--- src/rtl/sram_wr_pkg.sv ---
package sram_wr_pkg;

  typedef enum logic [1:0] {
    ACC_NONE = 2'd0,
    ACC_PEND = 2'd1,
    ACC_CTRL = 2'd2,
    ACC_CONT = 2'd3
  } acc_kind_e;

  function automatic logic chips_on(input logic en_a_n, input logic en_b,
                                    input logic en_c_n);
    return !en_a_n && en_b && !en_c_n;
  endfunction

endpackage

--- src/rtl/sram_wr_decode.sv ---
module sram_wr_decode #(
  parameter int BYTES = 4
) (
  input  logic             proc_strb_n,
  input  logic             ctrl_strb_n,
  input  logic             ce_a_n,
  input  logic             ce_b,
  input  logic             ce_c_n,
  input  logic             gwr_n,
  input  logic             bwen_n,
  input  logic [BYTES-1:0] bsel_n,
  output logic             sel,
  output logic             strb_idle,
  output logic             p_start,
  output logic             c_req,
  output logic             desel,
  output logic [BYTES-1:0] mask
);
  import sram_wr_pkg::*;

  // Global write wins; otherwise the select pair picks bytes.
  function automatic logic [BYTES-1:0] byte_mask(input logic g_n,
                                                 input logic be_n,
                                                 input logic [BYTES-1:0] s_n);
    logic [BYTES-1:0] m;
    for (int i = 0; i < BYTES; i++) begin
      m[i] = !g_n || (!be_n && !s_n[i]);
    end
    return m;
  endfunction

  always_comb begin
    sel       = chips_on(ce_a_n, ce_b, ce_c_n);
    strb_idle = proc_strb_n && ctrl_strb_n;
    p_start   = !proc_strb_n && sel;
    c_req     = proc_strb_n && !ctrl_strb_n && sel;
    desel     = !strb_idle && !sel;
    mask      = byte_mask(gwr_n, bwen_n, bsel_n);
  end

endmodule

--- src/rtl/sram_wr_areg.sv ---
module sram_wr_areg #(
  parameter int ADDR_W = 10
) (
  input  logic              clk,
  input  logic              rst_n,
  input  logic [ADDR_W-1:0] addr_i,
  input  logic              p_start,
  input  logic              c_req,
  input  logic              desel,
  output logic [ADDR_W-1:0] addr_q,
  output logic              pend_q,
  output logic              active_q,
  output logic              load_c
);

  // A controller strobe is refused while a processor access completes.
  assign load_c = c_req && !pend_q;

  always_ff @(posedge clk or negedge rst_n) begin
    if (!rst_n) begin
      addr_q   <= '0;
      pend_q   <= 1'b0;
      active_q <= 1'b0;
    end else begin
      pend_q <= p_start;
      if (p_start || load_c) begin
        addr_q <= addr_i;
      end
      if (desel) begin
        active_q <= 1'b0;
      end else if (load_c || pend_q) begin
        active_q <= 1'b1;
      end
    end
  end

endmodule

--- src/rtl/sram_wr_route.sv ---
module sram_wr_route #(
  parameter int ADDR_W = 10,
  parameter int BYTES  = 4
) (
  input  logic              pend_q,
  input  logic              load_c,
  input  logic              active_q,
  input  logic              adv_n,
  input  logic              strb_idle,
  input  logic              oe_n,
  input  logic [ADDR_W-1:0] addr_i,
  input  logic [ADDR_W-1:0] addr_q,
  input  logic [BYTES-1:0]  mask,
  output logic              acc_en,
  output logic [ADDR_W-1:0] mem_addr,
  output logic [BYTES-1:0]  wstrb,
  output logic              rd,
  output logic              drive
);
  import sram_wr_pkg::*;

  acc_kind_e kind;

  always_comb begin
    if (pend_q) begin
      kind = ACC_PEND;
    end else if (load_c) begin
      kind = ACC_CTRL;
    end else if (active_q && !adv_n && strb_idle) begin
      kind = ACC_CONT;
    end else begin
      kind = ACC_NONE;
    end
    mem_addr = (kind == ACC_CTRL) ? addr_i : addr_q;
    acc_en   = (kind != ACC_NONE);
    wstrb    = acc_en ? mask : '0;
    rd       = acc_en && (mask == '0);
    drive    = rd && !oe_n;
  end

endmodule

--- src/rtl/sram_wr_ctrl.sv ---
module sram_wr_ctrl #(
  parameter int ADDR_W = 10,
  parameter int BYTES  = 4,
  parameter int BYTE_W = 8
) (
  input  logic                    clk,
  input  logic                    rst_n,
  input  logic [ADDR_W-1:0]       addr_i,
  input  logic                    proc_strb_n,
  input  logic                    ctrl_strb_n,
  input  logic                    ce_a_n,
  input  logic                    ce_b,
  input  logic                    ce_c_n,
  input  logic                    gwr_n,
  input  logic                    bwen_n,
  input  logic [BYTES-1:0]        bsel_n,
  input  logic                    adv_n,
  input  logic                    oe_n,
  input  logic [BYTES*BYTE_W-1:0] wdata_i,
  output logic [ADDR_W-1:0]       mem_addr_o,
  output logic [BYTES-1:0]        mem_wstrb_o,
  output logic [BYTES*BYTE_W-1:0] mem_wdata_o,
  output logic                    mem_rd_o,
  output logic                    bus_drive_o
);

  logic              sel;
  logic              strb_idle;
  logic              p_start;
  logic              c_req;
  logic              desel;
  logic [BYTES-1:0]  mask;
  logic [ADDR_W-1:0] addr_q;
  logic              pend_q;
  logic              active_q;
  logic              load_c;
  logic              acc_en;

  sram_wr_decode #(.BYTES(BYTES)) i_decode (
    .proc_strb_n(proc_strb_n),
    .ctrl_strb_n(ctrl_strb_n),
    .ce_a_n     (ce_a_n),
    .ce_b       (ce_b),
    .ce_c_n     (ce_c_n),
    .gwr_n      (gwr_n),
    .bwen_n     (bwen_n),
    .bsel_n     (bsel_n),
    .sel        (sel),
    .strb_idle  (strb_idle),
    .p_start    (p_start),
    .c_req      (c_req),
    .desel      (desel),
    .mask       (mask)
  );

  sram_wr_areg #(.ADDR_W(ADDR_W)) i_areg (
    .clk     (clk),
    .rst_n   (rst_n),
    .addr_i  (addr_i),
    .p_start (p_start),
    .c_req   (c_req),
    .desel   (desel),
    .addr_q  (addr_q),
    .pend_q  (pend_q),
    .active_q(active_q),
    .load_c  (load_c)
  );

  sram_wr_route #(.ADDR_W(ADDR_W), .BYTES(BYTES)) i_route (
    .pend_q   (pend_q),
    .load_c   (load_c),
    .active_q (active_q),
    .adv_n    (adv_n),
    .strb_idle(strb_idle),
    .oe_n     (oe_n),
    .addr_i   (addr_i),
    .addr_q   (addr_q),
    .mask     (mask),
    .acc_en   (acc_en),
    .mem_addr (mem_addr_o),
    .wstrb    (mem_wstrb_o),
    .rd       (mem_rd_o),
    .drive    (bus_drive_o)
  );

  assign mem_wdata_o = wdata_i;

endmodule

--- config.mk ---
export PLATFORM = sky130hd
export DESIGN_NAME = sram_wr_ctrl
export DESIGN_NICKNAME = d
export VERILOG_FILES = /design/src/rtl/sram_wr_pkg.sv /design/src/rtl/sram_wr_decode.sv /design/src/rtl/sram_wr_areg.sv /design/src/rtl/sram_wr_route.sv /design/src/rtl/sram_wr_ctrl.sv
export SDC_FILE = /design/constraint.sdc
export NUM_CORES = 1
export LEC_CHECK = 0
export ABC_AREA = 0
export BUFFER_PORTS_ARGS = -buffer_cell sky130_fd_sc_hd__clkbuf_2
export CORE_ASPECT_RATIO = 0.7
export CORE_MARGIN = 3
export CORE_UTILIZATION = 30
export DETAILED_ROUTE_END_ITERATION = 8
export GPL_TIMING_DRIVEN = 0
export PLACE_DENSITY = 0.81
export SYNTH_ARGS = -nofsm -noshare
export SYNTH_HDL_FRONTEND = slang
export SYNTH_SLANG_ARGS = --single-unit
export TNS_END_PERCENT = 20
--- constraint.sdc ---
create_clock -name clk -period 2.4 [get_ports clk]
set_input_delay 0.12 -clock clk [delete_from_list [all_inputs] [get_ports clk]]
set_output_delay 0.12 -clock clk [all_outputs]
set_load 0.02 [all_outputs]
==> results of run 1 <==
[power by group through the flow]
stage	Combinational, mW	Clock, mW	Sequential [mW]
after floorplan	0.223	0	0.255
after CTS	0.324	0.223	0.257
after global routing	0.343	0.235	0.262
after global placement	0.319	0	0.260
final	0.319	0.215	0.257
after detailed placement	0.322	0	0.261
[per-stage QoR]
step                cell area (um2)  std cells
floorplan                       951         90
global placement               1360        198
detailed placement             1360        198
CTS                            1420        203
global route                   1420        203
finish                         1420        203
[cell type report]
class | count | area, um2 | share of cell area (%)
buffer | 32 | 240 | 16.9
clock buffer | 4 | 55.1 | 3.87
inverter | 2 | 7.51 | 0.528
multi-input combinational | 44 | 403 | 28.3
sequential | 12 | 300 | 21.1
tap | 36 | 45.0 | 3.17
timing repair buffer | 73 | 370 | 26.1
[worst min path at each step]
stage / cells past startpoint / end / slack [ns] / start
after CTS: 2 / i_areg.addr_q[3] / 0.12 / addr_i[3]
after detailed placement: 1 / i_areg.addr_q[3] / 0.02 / rst_n
after global placement: 1 / i_areg.addr_q[7] / 0.02 / rst_n
after floorplan: 0 / i_areg.active_q / -0.18 / rst_n
final: 2 / i_areg.addr_q[3] / 0.13 / addr_i[3]
after global routing: 2 / i_areg.addr_q[9] / 0.13 / addr_i[9]
[metal layers]
| layer | routed length (um) | global-route usage, % | up-vias |
|---|---|---|---|
| met3 | 301 | 4.93 | 0 |
| li1 | - | - | 437 |
| met4 | 0 | 0.904 | 0 |
| met5 | 0 | 0 | - |
| met1 | 787 | 10.7 | 389 |
| met2 | 1230 | 21.2 | 47 |
[flip-flops by register name (all words and copies together) (netlist names)]
| signal | flops |
|---|---|
| i_areg.active_q | 1 |
| i_areg.pend_q | 1 |
| i_areg.addr_q | 10 |
[cell families (layout without fill, tap and decap cells)]
logic type / after synthesis / count (layout)
buffers and inverters: 34 / 111
multiplexers: 20 / 20
AND/OR/NAND/NOR: 15 / 15
flip-flops: 12 / 12
AO/OA/AOI/OAI: 9 / 9
[cell usage in the layout, fill, tap and decap left out]
cell type,netlist,layout
o31ai_1,1,1
clkbuf_8,0,4
o22ai_1,1,1
and4b_1,1,1
dlygate4sd3_1,0,1
nand2_1,1,1
a41o_1,1,1
or3b_2,1,1
a311oi_2,1,1
nand4_4,1,1
nor3_1,1,1
dfrtp_1,12,12
nor2_1,8,8
mux2_2,20,20
nor3b_4,1,1
clkbuf_2,0,72
buf_4,32,32
o21ai_0,1,1
inv_1,2,2
o21a_1,4,4
nand2_2,1,1
[worst max-delay path: stages (launching register included)]
cell and delay [ns]:
dfrtp_1 0.39, and4b_1 0.19, a311oi_2 0.42, nor3_1 0.09
clkbuf_2 0.17
[what timing repair did]
item | 4_1_cts | 5_1_grt
endpoints found under the hold margin | 12 | 0
hold buffers | 1 | 0
gates resized for setup | 0 | 0
==> flow_metrics.tcl, run 1 <==
set metrics [dict create \
    crit_start "i_areg.active_q" \
    wl_per_cell_um 11.4 \
    hold-worst-slack_ns 0.128 \
    ir_drop_mv 0.421 \
    synth_most_common_cell "buf_4" \
    dpl.hpwl_um 2070 \
    cp.arrival_ns 1.51 \
    drv_cap 0 \
    pwr-share-seq_pct 32.5 \
    synth_top_area_share_pct 31.6 \
    p_comb_share_pct 40.3 \
    synth_mux_area_share_pct 23.7 \
    drt_iter0_drc 13 \
    grt_pass1_vias 818 \
    grt_pass1_wl_um 3260 \
    pre_cts_slack_ns 0.948 \
    r2r.worst_path.cells 3 \
    p_int_uw 541 \
    synthFlopType "dfrtp_1" \
    synthToLayoutAreaGrowth_pct 49.5 \
    fin_crit_ns 1.63 \
    status "finished, final reports clean" \
    drive_gt1_share_pct 79.6 \
    syn_area_per_cell_um2 10.6 \
    rsz0062_at_grt "no" \
    grt.overflow.total 0 \
    cts_buffers 3 \
    firstDrtPassIters 4 \
    r2r-start "i_areg.pend_q" \
    endpoint "bus_drive_o" \
    start_util_pct 32.8 \
    cp-start-kind "flop" \
    cts_tree "built" \
    power_frac_clock_pct 27.2 \
    criticalPathCategory "reg -> out" \
    grt_max_degree 13 \
    fin_setup_tns_ns 0 \
    required_ns 2.28 \
    io_pins 105 \
    fin_crit_sh_pct 67.9 \
    clk_latency_ns 0.23 \
    ys_seq_elements 12 \
    drv_slew 0 \
    synth-adder-area-share_pct 0 \
    synthSimpleGateAreaFrac_pct 10.9 \
    power_uw 791 \
    cp_max_fo 6 \
    synth_common_cells "buf_4 (32), mux2_2 (20), dfrtp_1 (12)" \
    setup_viol 0 \
    synth_xor_area_share_pct 0 \
    power.leakage_nw 0.785 \
    gp_congestion 0.725 \
    n_antenna_cell 0 \
    synth_warnings 0 \
    synth.area.top_cells "dfrtp_1 (32%), buf_4 (25%), mux2_2 (24%), nor2_1 (3.2%), o21a_1 (3.2%)" \
    worstMarginPinSlew_ns 0.428 \
    synth_edf_count 0 \
    reg2reg_to "i_areg.addr_q[1]" \
    yosysUniqueCellTypes 18 \
    vias 873 \
    synth_top_family_by_area "buffers and inverters" \
    finalHoldViolCount 0 \
    root_buffer "clkbuf_8" \
    clockBufferDepth 2 \
    layout_setup_ws_ns 0.770 \
    dieArea_um2 3890 \
    core-area_um2 2900 \
    postSynthCellCount 90 \
    clock-skew-final_ns 0.00100 \
    finalWirelength_um 2310 \
    antenna_found_initial 0 \
    num-fill-cells 279 \
    endpoint_kind "output pin" \
    layout.nets 225 \
    cts.sinks 12 \
    fmax_ghz 0.613 \
    drc 0 \
    cts_max_level 1 \
    detail_route.vias_per_cell 4.30 \
    io_buffers 72 \
    synth_compound_area_share_pct 7.76 \
    max_slew_margin_pct 71.5 \
    synthArstFlopShare_pct 100 \
    die_w_um 73.3 \
    syn-cell-area_um2 951 \
    ff2ff_setup_slack_ns 1.13 \
    hold_class "in -> reg" \
    antenna_left 0 \
    grt_util_all_layers_pct 10.8 \
    die_h_um 53.1 \
    swShare_pct 31.6 \
    p_per_area_nw_per_um2 556 \
    cts_setup_buffers 0 \
    num_rows 16 \
    ys_seq_area_share_pct 31.6 \
    p_sw_uw 250 \
    syn_nets 147 \
    finish.utilization_pct 49.0 \
    path_clk_slew_ns 0.05 \
    yosysTopAreaCell "dfrtp_1" \
]
Power figures use the tool's default switching activity.
==> inputs of run 2 (changes only) <==
==> constraint.sdc (replaced) <==
create_clock -name clk -period 1.6 [get_ports clk]
set_input_delay 0.08 -clock clk [delete_from_list [all_inputs] [get_ports clk]]
set_output_delay 0.08 -clock clk [all_outputs]
set_load 0.02 [all_outputs]
==> flow_metrics.tcl, run 2 (same netlist as run 1, synthesis figures left out) <==
set metrics [dict create \
    power.leakage_nw 0.789 \
    finalWirelength_um 2390 \
    power_mw 1.19 \
    rsz0062_at_grt "no" \
    grt_max_degree 13 \
    max_slew_margin_pct 69.2 \
    start_util_pct 32.8 \
    io_buffers 72 \
    wl_per_cell_um 11.7 \
    largest_reg_flops 10 \
    antenna_left 0 \
    die_h_um 53.1 \
    fmax_ghz 0.657 \
    io_pins 105 \
    criticalPathCategory "reg -> out" \
    grt_pass1_wl_um 3260 \
    layout.nets 226 \
    final_cell_mix "clkbuf_2 (72), buf_4 (32), mux2_2 (20)" \
    num-fill-cells 276 \
    crit_chain "inv_2 > nand4_4 > mux2_2 > clkbuf_2" \
    cts_buffers 3 \
    cts_max_level 1 \
    fin_setup_tns_ns 0 \
    gp_congestion 0.725 \
    fin_crit_ns 1.52 \
    crit_slowest_cell "dfrtp_1" \
    fin_crit_sh_pct 95.1 \
    largest_register "i_areg.addr_q" \
    drv_cap 0 \
    grt_pass1_vias 818 \
    drive_gt1_share_pct 80.4 \
    reg.largest.list "i_areg.addr_q: 10 flops, i_areg.active_q: 1 flops, i_areg.pend_q: 1 flops" \
    vias 887 \
    setup_viol 0 \
    worstMarginPinSlew_ns 0.461 \
    cts.sinks 12 \
    antenna_found_initial 0 \
    clk_latency_ns 0.24 \
    p_per_area_nw_per_um2 822 \
    drv_slew 0 \
    status "finished, final reports clean" \
    dieArea_um2 3890 \
    core-area_um2 2900 \
    firstDrtPassIters 3 \
    drc 0 \
    path_clk_slew_ns 0.05 \
    endpoint_kind "output pin" \
    die_w_um 73.3 \
    cp_max_fo 5 \
    required_ns 1.52 \
    clockBufferDepth 2 \
    finalHoldViolCount 0 \
    cp.arrival_ns 1.44 \
    mostFrequentLayoutCell "clkbuf_2" \
    detail_route.vias_per_cell 4.35 \
    num_rows 16 \
    n_antenna_cell 0 \
    clock-skew-final_ns 0.00138 \
    grt.overflow.total 0 \
    ir_drop_mv 0.531 \
    root_buffer "clkbuf_8" \
    dpl.hpwl_um 2070 \
    synthToLayoutAreaGrowth_pct 52.9 \
    hold_class "in -> reg" \
    cpPeakStageDelay_ns 0.46 \
    cts_tree "built" \
    cp-start-kind "flop" \
    grt_util_all_layers_pct 10.8 \
    regArea_um2 300 \
    multiInputGateArea_um2 435 \
    drt_iter0_drc 9 \
]
-- run 2: changes by cell type in the layout (fill, tap and decap cells not counted) --
cell / change
inv_1: -1
nand4_4: +1
a311oi_2: -1
inv_2: +1
a311oi_4: +1
-- run 2: final cells by class --
cell class | count | share of cell area [%]
flip-flops and latches | 12 | 20.7
well taps | 36 | 3.10
clock buffers | 4 | 3.79
repair buffers | 73 | 25.5
inverters | 2 | 0.516
plain buffers | 32 | 16.5
multi-input cells | 45 | 29.9
-- run 2: per-layer routing --
metal	track usage [%]	wire, um	share of wire, %	up-vias
met2	21.2	1260	53	49
met1	10.7	804	34	394
met5	0	0	0	-
met4	0.904	0	0	0
met3	4.93	317	13	0
li1	-	-	-	444
-- run 2: metrics by stage --
stage	hold WS (ns)	util (%)	cell area, um2	setup slack, ns	instances
finish	0.0868	50.1	1450	0.0791	204
floorplan	-0.216	-	951	0.388	90
detailed placement	-0.0196	46.7	1360	0.228	198
global placement	-0.0200	46.7	1360	0.244	198
global route	0.0896	50.1	1450	0.00302	204
CTS	0.0826	49.0	1420	0.00198	203
-- run 2: critical path: cells and delay by family (launching register included) --
family,cells,cell delay (ns)
multiplexers,1,0.34
AND/OR/NAND/NOR,1,0.15
buffers and inverters,2,0.25
flip-flops,1,0.46
-- run 2: power breakdown --
group / total [mW] / internal (mW) / switching [mW]
clock network: 0.324 / 0.217 / 0.107
logic: 0.485 / 0.236 / 0.249
registers: 0.386 / 0.361 / 0.0252
total: 1.19 / 0.814 / 0.381
-- run 2: final timing paths --
check | startpoint | endpoint | slack, ns | depth (start not counted)
setup / recovery | i_areg.pend_q | mem_addr_o[9] | 0.08 | 4
hold / removal | addr_i[3] | i_areg.addr_q[3] | 0.09 | 2
setup reg to reg | i_areg.pend_q | i_areg.addr_q[1] | 0.28 | 3
hold reg to reg | i_areg.addr_q[8] | i_areg.addr_q[8] | 0.50 | 1
max in group asynchronous | rst_n | i_areg.addr_q[1] | 1.11 | 2
min in group asynchronous | rst_n | i_areg.addr_q[0] | 0.26 | 2
-- run 2: what timing repair did --
| item | CTS | global route |
|---|---|---|
| endpoints found under the setup margin | 0 | 16 |
| endpoints found under the hold margin | 12 | 0 |
| buffers inserted | 0 | 0 |
| resized for setup | 0 | 3 |
| hold buffers | 1 | 0 |
